==> config.mk <==
export PLATFORM = sky130hd
export DESIGN_NAME = membar_issue_ctrl
export DESIGN_NICKNAME = d
export VERILOG_FILES = /design/src/rtl/membar_pkg.sv /design/src/rtl/membar_decode.sv /design/src/rtl/membar_cond.sv /design/src/rtl/membar_slot.sv /design/src/rtl/membar_issue_ctrl.sv
export SDC_FILE = /design/constraint.sdc
export NUM_CORES = 1
export LEC_CHECK = 0
export ABC_AREA = 1
export CORE_AREA = 2 2 39 41
export DETAILED_ROUTE_END_ITERATION = 6
export DIE_AREA = 0 0 41 43
export PLACE_DENSITY_LB_ADDON = 0.25
export SYNTH_ARGS = -nofsm -noshare
export SYNTH_HDL_FRONTEND = slang
export SYNTH_SLANG_ARGS = --single-unit
==> constraint.sdc <==
create_clock -name clk -period 1.6 [get_ports clk]
set_input_delay 0.32 -clock clk [delete_from_list [all_inputs] [get_ports clk]]
set_output_delay 0.32 -clock clk [all_outputs]
set_load 0.01 [all_outputs]
==> src/rtl/membar_pkg.sv <==
// Package: shared encodings for the barrier issue controller.
// Assumes a 7-bit barrier mask; bit positions are architectural.
package membar_pkg;

    localparam int MASK_W = 7;

    // Ordering field bit positions
    localparam int B_LDLD = 0;
    localparam int B_STLD = 1;
    localparam int B_LDST = 2;
    localparam int B_STST = 3;
    // Completion field bit positions
    localparam int B_LOOK = 4;
    localparam int B_MISS = 5;
    localparam int B_SYNC = 6;

    // Number of outstanding-work sources and their index in the count vector
    localparam int N_SRC  = 3;
    localparam int SRC_LD = 0;
    localparam int SRC_ST = 1;
    localparam int SRC_OP = 2;

    typedef enum logic [1:0] {
        K_NONE = 2'd0,   // retires on accept
        K_STLD = 2'd1,   // wait for older stores visible, hold loads
        K_FULL = 2'd2    // full drain, hold everything
    } bar_kind_e;

    typedef struct packed {
        bar_kind_e kind;
        logic      need_vis;   // store-visible flag also required
    } bar_req_t;

endpackage

==> src/rtl/membar_decode.sv <==
// Module: membar_decode
// Classifies a barrier mask into one of three actions. Assumes a strict
// in-order memory model, so only the store-to-load ordering bit matters in
// the ordering field, and every completion bit maps to a full drain.
module membar_decode
    import membar_pkg::*;
(
    input  logic [MASK_W-1:0] mask,
    output bar_req_t          req
);

    logic cmp_any;
    logic unused_order_bits;

    assign cmp_any           = |mask[B_SYNC:B_LOOK];
    // These ordering bits are satisfied by the in-order pipeline itself.
    assign unused_order_bits = ^{mask[B_STST], mask[B_LDST], mask[B_LDLD]};

    // Purpose: pick the barrier class and whether store visibility is needed.
    always_comb begin
        req.need_vis = mask[B_STLD];
        if (cmp_any) begin
            req.kind = K_FULL;
        end else if (mask[B_STLD]) begin
            req.kind = K_STLD;
        end else begin
            req.kind = K_NONE;
        end
    end

endmodule

==> src/rtl/membar_cond.sv <==
// Module: membar_cond
// Evaluates the release conditions from the outstanding-work counts.
// Assumes counts are exact and zero means nothing older is in flight.
module membar_cond
    import membar_pkg::*;
#(
    parameter int CNT_W = 6
) (
    input  logic [N_SRC-1:0][CNT_W-1:0] cnt,
    input  logic                        st_visible,
    input  logic                        exc_pending,
    input  logic                        need_vis,
    output logic                        stld_met,
    output logic                        sync_met
);

    logic [N_SRC-1:0] src_idle;

    // One zero detector per outstanding-work source.
    for (genvar i = 0; i < N_SRC; i++) begin : g_idle
        assign src_idle[i] = (cnt[i] == '0);
    end

    // Purpose: combine the per-source idle flags into the two release terms.
    always_comb begin
        stld_met = src_idle[SRC_ST] && st_visible;
        sync_met = (&src_idle) && !exc_pending && (!need_vis || st_visible);
    end

endmodule

==> src/rtl/membar_slot.sv <==
// Module: membar_slot
// Holds the single outstanding barrier and drives the stall lines.
// Assumes load is only asserted while the slot is empty.
module membar_slot
    import membar_pkg::*;
(
    input  logic     clk,
    input  logic     rst_n,
    input  logic     load,
    input  bar_req_t load_req,
    input  logic     stld_met,
    input  logic     sync_met,
    input  logic     exc_pending,
    output logic     busy,
    output logic     held_vis,
    output logic     rel_ok,
    output logic     rel_kill,
    output logic     stall_ld,
    output logic     stall_st,
    output logic     stall_all
);

    bar_kind_e held_kind;
    logic      release_now;
    logic      full_hold;

    // Purpose: decide this cycle's release or squash of the held barrier.
    always_comb begin
        rel_kill    = busy && (held_kind == K_FULL) && exc_pending;
        rel_ok      = busy && ((held_kind == K_FULL) ? sync_met : stld_met);
        release_now = rel_ok || rel_kill;
    end

    // Purpose: stall lines fall in the same cycle the barrier releases.
    always_comb begin
        full_hold = busy && !release_now && (held_kind == K_FULL);
        stall_ld  = busy && !release_now;
        stall_st  = full_hold;
        stall_all = full_hold;
    end

    // Purpose: fill and empty the single barrier slot.
    always_ff @(posedge clk) begin
        if (!rst_n) begin
            busy      <= 1'b0;
            held_kind <= K_NONE;
            held_vis  <= 1'b0;
        end else if (busy && release_now) begin
            busy      <= 1'b0;
            held_kind <= K_NONE;
            held_vis  <= 1'b0;
        end else if (load) begin
            busy      <= 1'b1;
            held_kind <= load_req.kind;
            held_vis  <= load_req.need_vis;
        end
    end

    // A full barrier never completes while an exception is flagged.
    p_sync_exit_r6: assert property (@(posedge clk) disable iff (!rst_n)
        (rel_ok && held_kind == K_FULL) |-> !exc_pending);

    // Retire and squash are exclusive.
    p_one_release_r10: assert property (@(posedge clk) disable iff (!rst_n)
        !(rel_ok && rel_kill));

    // A released slot is empty on the following cycle.
    p_slot_frees_r10: assert property (@(posedge clk) disable iff (!rst_n)
        (rel_ok || rel_kill) |=> !busy);

endmodule

==> src/rtl/membar_issue_ctrl.sv <==
// Module: membar_issue_ctrl (top)
// Accepts one barrier at a time, classifies it, and stalls younger issue
// until its release condition holds. Assumes the issue stage does not issue
// a younger instruction in the same cycle the barrier is accepted.
module membar_issue_ctrl
    import membar_pkg::*;
#(
    parameter int CNT_W = 6
) (
    input  logic              clk,
    input  logic              rst_n,
    input  logic              bar_valid,
    input  logic [MASK_W-1:0] bar_mask,
    output logic              bar_ready,
    input  logic [CNT_W-1:0]  old_ld_cnt,
    input  logic [CNT_W-1:0]  old_st_cnt,
    input  logic [CNT_W-1:0]  old_op_cnt,
    input  logic              st_visible,
    input  logic              exc_pending,
    output logic              stall_ld,
    output logic              stall_st,
    output logic              stall_all,
    output logic              bar_retire,
    output logic              bar_kill
);

    bar_req_t                    dec_req;
    logic [N_SRC-1:0][CNT_W-1:0] cnt_vec;
    logic                        stld_met;
    logic                        sync_met;
    logic                        busy;
    logic                        held_vis;
    logic                        rel_ok;
    logic                        accept;
    logic                        load;

    assign cnt_vec[SRC_LD] = old_ld_cnt;
    assign cnt_vec[SRC_ST] = old_st_cnt;
    assign cnt_vec[SRC_OP] = old_op_cnt;

    membar_decode u_dec (
        .mask (bar_mask),
        .req  (dec_req)
    );

    membar_cond #(.CNT_W(CNT_W)) u_cond (
        .cnt         (cnt_vec),
        .st_visible  (st_visible),
        .exc_pending (exc_pending),
        .need_vis    (held_vis),
        .stld_met    (stld_met),
        .sync_met    (sync_met)
    );

    membar_slot u_slot (
        .clk         (clk),
        .rst_n       (rst_n),
        .load        (load),
        .load_req    (dec_req),
        .stld_met    (stld_met),
        .sync_met    (sync_met),
        .exc_pending (exc_pending),
        .busy        (busy),
        .held_vis    (held_vis),
        .rel_ok      (rel_ok),
        .rel_kill    (bar_kill),
        .stall_ld    (stall_ld),
        .stall_st    (stall_st),
        .stall_all   (stall_all)
    );

    // Purpose: handshake and the slot-fill request for waiting barriers.
    always_comb begin
        bar_ready = !busy;
        accept    = bar_valid && bar_ready;
        load      = accept && (dec_req.kind != K_NONE);
    end

    // Purpose: retire from the slot, or at once for a no-op barrier.
    always_comb begin
        bar_retire = rel_ok || (accept && (dec_req.kind == K_NONE));
    end

    // A waiting barrier closes the slot on the next cycle.
    p_hold_r8: assert property (@(posedge clk) disable iff (!rst_n)
        (bar_valid && bar_ready && (bar_mask[B_STLD] || |bar_mask[B_SYNC:B_LOOK]))
        |=> !bar_ready);

    // A full barrier stalls loads and stores along with everything else.
    p_full_stalls_r5: assert property (@(posedge clk) disable iff (!rst_n)
        stall_all |-> (stall_ld && stall_st));

    // A squash drops every stall in the same cycle.
    p_kill_drops_r7: assert property (@(posedge clk) disable iff (!rst_n)
        bar_kill |-> !(stall_ld || stall_st || stall_all || bar_retire));

    // A store-to-load hold persists only while its condition is unmet.
    p_stld_hold_r4: assert property (@(posedge clk) disable iff (!rst_n)
        (stall_ld && !stall_all) |-> !((old_st_cnt == '0) && st_visible));

    // A retire while the slot is busy needs the older stores drained.
    p_retire_drained_r9: assert property (@(posedge clk) disable iff (!rst_n)
        (bar_retire && !bar_ready) |-> (old_st_cnt == '0));

endmodule

==> results.ini, run 1 <==
[routing]
routed-via-count = 479
drt_iter0_markers = 9
via_per_inst = 3.93
first_pass_iters = 3
drt-total-wl_um = 949
ant_nets = 0
wl_per_cell_um = 7.78
drc_errors = 0

[logic_synthesis]
yosysTopAreaCellShare_pct = 24.3
ys_ff_latch = 4
syn_nets = 93
yosysWarnings = 0
synth_edf_count = 0
synth_area_leader_cell = dfxtp_1
ys_top_cells_by_area = dfxtp_1 24%, nor2_1 21%, nand2_1 18%, inv_1 16%, nor2_2 3.8%
yosysUniqueCellTypes = 13
syn_inst = 63
synth_flop_cell = dfxtp_1
syn_area_um2 = 329
synth_area_per_cell_um2 = 5.22
ys_seq_area_share_pct = 24.3
synth-async-reset-ratio_pct = 0

[worst_hold_path]
min_from = u_slot.held_vis
whs_path_depth = 2
hold_class = register to register
hold_end = u_slot.held_vis

[layout]
fin_nets = 138
drive_above_1_share_pct = 24.5
antennaDiodeCount = 0
multiInputGateArea_um2 = 209
n_fill_cell = 158
area_delta_synth_final_pct = 123
regArea_um2 = 81.3

[worst_setup_path]
startpoint = old_st_cnt[4]
rr_worst_depth = 12
required_ns = 1.28
crit_arrival_ns = 1.25
cp-start-kind = primary input
criticalPathCategory = primary input to output port
r2r-start = u_slot.held_kind[1]
r2r-end = u_slot.held_kind[0]
end_kind = output port
rrSetupSlack_ns = 0.22
crit_fanout = 3

[global_routing]
first_global_vias = 412
grt.overflow.total = 0
antenna_found_initial = 0
grt_usage_pct = 11.3
grt_max_degree = 5
grt_pass1_wl_mm = 1.39

[timing]
slew_headroom_pct = 88.7
setup_slack_ns = 0.0349
setup_violations = 0
fin_crit_ns = 1.57
skew_ns = 0.00109
hold_viol_final = 0
period_share_pct = 97.8
rsz0062_at_grt = yes
final_max_slew_viol_count = 0
fmax_mhz = 639
whs_ns = 0.502
tightest_slew_ns = 0.168

[clock_tree]
cts_tree = yes
clk_path_buf_depth = 2
clk_latency_ns = 0.23
numCtsBuffers = 3
cts-root-buf = clkbuf_4
cts.reportedPaths.clkPinSlew_ns = 0.04
h-tree-depth = 1
cts.sinks = 4

[run]
cap_violations = 0

[floorplan]
die_width_um = 41
core_um2 = 1380
start_util_pct = 23.8
dieArea_um2 = 1760
die_h_um = 43
fp-row-count = 14
io_pins = 36

[power_and_ir_drop]
leakagePower_nw = 0.391
p_per_area_nw_per_um2 = 504
p_total_mw = 0.369
vdd_drop_max_v = 0.000394

[placed_design]
dp_hpwl_um = 797
pre_cts_ws_ns = -0.628
portBuffers = 32
finalWeightedCongestion = 0.702

[status]
status = finished clean

## worst max-delay path by stage
stage | end | slack (ns)
3_3_place_gp | stall_st | -0.60
2_1_floorplan | stall_st | 0.18
6_report | stall_st | 0.03
4_1_cts | stall_all | -0.02
5_1_grt | stall_st | -0.07
3_5_place_dp | bar_retire | -0.63
## per-layer routing
layer  vias to the layer above  GRT usage [%]  routed length (µm)
li1                        270              -                   -
met5                         -              0                   0
met3                         0           2.09                  99
met4                         0           8.00                   0
met1                       192           11.3                 388
met2                        17           19.4                 461
## synthesized netlist by cell type, types with 2 or more instances
cell and count:
nor2_1 18, nand2_1 16, inv_1 14, dfxtp_1 4, nor2_2 2, o21ai_0 2
## worst max-delay path: stages
cell	delay [ns]
dlygate4sd2_1	0.23
nor3_2	0.16
nand2_1	0.08
nor2_2	0.12
nand2_2	0.08
nand2_2	0.07
nor2_2	0.04
buf_2	0.13
## report_power, final
| part | internal [mW] | total (mW) | switching, mW |
|---|---|---|---|
| clock | 0.0835 | 0.119 | 0.0352 |
| sequential | 0.109 | 0.114 | 0.00438 |
| combinational | 0.0813 | 0.137 | 0.0553 |
| total | 0.274 | 0.369 | 0.0949 |
## cells in the final DEF (no fill, tap or decap), types with 2 or more instances in the layout
master            n
buf_4             9
dfxtp_1           3
dlygate4sd2_1    16
clkbuf_4          3
nor2_1           16
clkdlybuf4s15_1   6
buf_2             4
nand2_2           2
inv_1            13
nor2_2            3
nand2_1          14
clkdlybuf4s50_1   6
o21ai_0           2
## final cells by class
cell class / count / share of cell area, %
Sequential cell: 4 / 11.1
Timing Repair Buffer: 41 / 47.4
Tap cell: 16 / 2.73
Clock buffer: 3 / 3.07
Multi-Input combinational cell: 44 / 28.5
Inverter: 14 / 7.17
## repair_timing
action | in CTS | in global routing
hold buffers | 0 | 0
gates resized for setup | 44 | 8
pin swaps | 19 | 12
buffers inserted | 1 | 2
gates cloned | 0 | 0
endpoints found under the setup margin | 6 | 5
## logic make-up after synthesis
kind of cell,count (synthesis),share of synthesized area (%)
DFF,4,24.3
AOI/OAI and AO/OA,4,6.84
buffers and inverters,15,18.3
and+or+nand+nor,40,50.6
## state kept, by name, indices dropped and copies added (netlist names)
name / flops
u_slot.held_kind: 2
u_slot.held_vis: 1
u_slot.busy: 1
## per-stage QoR
stage | setup TNS (ns) | instance area [µm²] | utilization, % | instances
floorplan | 0 | 329 | - | 63
global placement | -2.69 | 707 | 51.1 | 116
detailed placement | -2.96 | 707 | 51.1 | 116
CTS | -0.0402 | 702 | 50.7 | 120
global route | -0.225 | 733 | 53.0 | 122
finish | 0 | 733 | 53.0 | 122
Note: power is estimated with default switching activity, not from simulation.
==> run 2: changes to the inputs <==
==> constraint.sdc (replaced) <==
create_clock -name clk -period 1.6 [get_ports clk]
set_input_delay 0.16 -clock clk [delete_from_list [all_inputs] [get_ports clk]]
set_output_delay 0.16 -clock clk [all_outputs]
set_load 0.01 [all_outputs]
==> run 2 against run 1 <==
  * Fmax grew 3.3%
  * Clock skew grew 0.0014 ns
  * Largest cell class unchanged
  * Final cell count shrank 1.6%
  * Global-route usage grew 0.20 points
  * Routed wire length shrank 5.7%
  * Sequential power is essentially flat
  * Design area shrank 1.4%
  * Combinational power grew 9%
  * Flip-flop and latch count is the same
  * Non-clock buffer count shrank 2
  * Register-to-register slack gained 0.21 ns
  * Die area is the same
==> results.ini, run 2 (synthesis gave the netlist of run 1 again) <==
[global_routing]
grt_usage_pct = 11.5  ; was 11.3%
use_met1_pct = 13.8  ; was 11.3%
grt.overflow.total = 0  ; unchanged
grt_pass1_wl_mm = 1.45  ; was 1.39 mm
grt_max_degree = 5  ; unchanged
top_usage_layer = met2  ; unchanged
antenna_found_initial = 0  ; unchanged
first_global_vias = 387  ; was 412
met3_usage_pct = 3.14  ; was 2.09%
met2_usage_pct = 18.8  ; was 19.4%

[timing]
skew_ns = 0.00253  ; was 0.00109 ns
final_max_slew_viol_count = 0  ; unchanged
fmax_mhz = 660  ; was 639 MHz
fin_crit_ns = 1.51  ; was 1.57 ns
finalSetupTns_ns = 0  ; unchanged
period_share_pct = 94.7  ; was 97.8%
rsz0062_at_grt = no  ; was yes
tightest_slew_ns = 0.184  ; was 0.168 ns
setup_slack_ns = 0.0851  ; was 0.0349 ns
slew_headroom_pct = 87.6  ; was 88.7%
hold_viol_final = 0  ; unchanged
setup_violations = 0  ; unchanged

[floorplan]
die_width_um = 41  ; unchanged
io_pins = 36  ; unchanged
fp-row-count = 14  ; unchanged
die_h_um = 43  ; unchanged
core_um2 = 1380  ; unchanged
dieArea_um2 = 1760  ; unchanged
start_util_pct = 23.8  ; unchanged

[routing]
via_per_inst = 4.02  ; was 3.93
drt_iter0_markers = 3  ; was 9
drt-total-wl_um = 895  ; was 949 µm
wl_per_cell_um = 7.46  ; was 7.78 µm
ant_nets = 0  ; unchanged
first_pass_iters = 2  ; was 3
routed-via-count = 482  ; was 479
drc_errors = 0  ; unchanged

[power_and_ir_drop]
p_per_area_nw_per_um2 = 528  ; was 504 nW/µm²
vdd_drop_max_v = 0.000405  ; was 0.000394 V
leakagePower_nw = 0.358  ; was 0.391 nW

[layout]
post-route-util_pct = 52.3  ; was 53.0%
fin_nets = 136  ; was 138
mostFrequentLayoutCell = clkdlybuf4s50_1
final_cell_mix = 27 x clkdlybuf4s50_1, 17 x nor2_1, 14 x inv_1, 14 x nand2_1, 7 x buf_4  ; was 16 x nor2_1, 16 x dlygate4sd2_1, 14 x nand2_1, 13 x inv_1, 9 x buf_4
stdcell_count = 120  ; was 122
drive_above_1_share_pct = 19.2  ; was 24.5%
largest_registers = u_slot.held_kind (2), u_slot.busy (1), u_slot.held_vis (1)  ; unchanged
largest_register_ffs = 2  ; unchanged
n_fill_cell = 141  ; was 158
largest-register = u_slot.held_kind  ; unchanged
area_delta_synth_final_pct = 120  ; was 123%
antennaDiodeCount = 0  ; unchanged

[worst_setup_path]
criticalPathCategory = register to output port  ; was primary input to output port
end_kind = output port  ; unchanged
required_ns = 1.44  ; was 1.28 ns
crit_arrival_ns = 1.35  ; was 1.25 ns
crit_fanout = 3  ; unchanged
cp-start-kind = register  ; was primary input

[worst_hold_path]
hold_class = register to register  ; unchanged

[clock_tree]
clk_latency_ns = 0.23  ; about the same
cts_tree = yes  ; unchanged
cts-root-buf = clkbuf_4  ; unchanged
cts.sinks = 4  ; unchanged
numCtsBuffers = 3  ; unchanged
cts.reportedPaths.clkPinSlew_ns = 0.04  ; about the same
h-tree-depth = 1  ; unchanged
clk_path_buf_depth = 2  ; unchanged

[placed_design]
dp_hpwl_um = 791  ; was 797 µm
dp.cells = 117  ; was 116
portBuffers = 32  ; unchanged
pre_cts_ws_ns = -0.294  ; was -0.628 ns
finalWeightedCongestion = 0.717  ; was 0.702

[run]
cap_violations = 0  ; unchanged

[status]
status = finished clean  ; unchanged

## run 2: metrics by stage
step	area, µm²	power, mW	hold WS [ns]
CTS	738	0.392	0.511
floorplan	329	0.168	0.318
global placement	714	0.269	0.497
finish	723	0.382	0.505
detailed placement	714	0.270	0.503
global route	723	0.410	0.567
## run 2: critical path, stage by stage, from the launching register on
cell and delay [ns]:
dfxtp_1 0.30, buf_4 0.13, inv_1 0.06, buf_4 0.11
clkdlybuf4s50_1 0.52
## run 2: repair_timing
item | 4_1_cts | 5_1_grt
pin swaps | 2 | 1
hold buffers | 0 | 0
buffers inserted | 0 | 0
endpoints found under the setup margin | 5 | 4
endpoints found under the hold margin | 0 | 0
resized for setup | 11 | 8
## run 2: per-layer routing
metal,part of all wire (%),vias up
met1,40,196
met5,0,-
li1,-,265
met3,13,2
met4,0.89,0
met2,45,19
## run 2: final cells by class
class,count,area (µm²),area share [%]
timing repair buffer,39,352,48.6
tap,16,20.0,2.77
multi-input combinational,44,196,27.2
sequential,4,80.1,11.1
clock buffer,3,22.5,3.11
inverter,14,52.6,7.27
## run 2: worst paths after layout
check	startpoint	cells after the start	to	slack, ns
max	u_slot.busy	4	bar_ready	0.09
min	u_slot.held_vis	2	u_slot.held_vis	0.50
max reg2reg	u_slot.held_kind[1]	10	u_slot.held_kind[0]	0.43
min reg2reg	u_slot.held_vis	2	u_slot.held_vis	0.50
## run 2: power breakdown
group | switching [mW] | internal (mW)
Clock | 0.0355 | 0.0835
Sequential | 0.00342 | 0.109
Combinational | 0.0537 | 0.0967
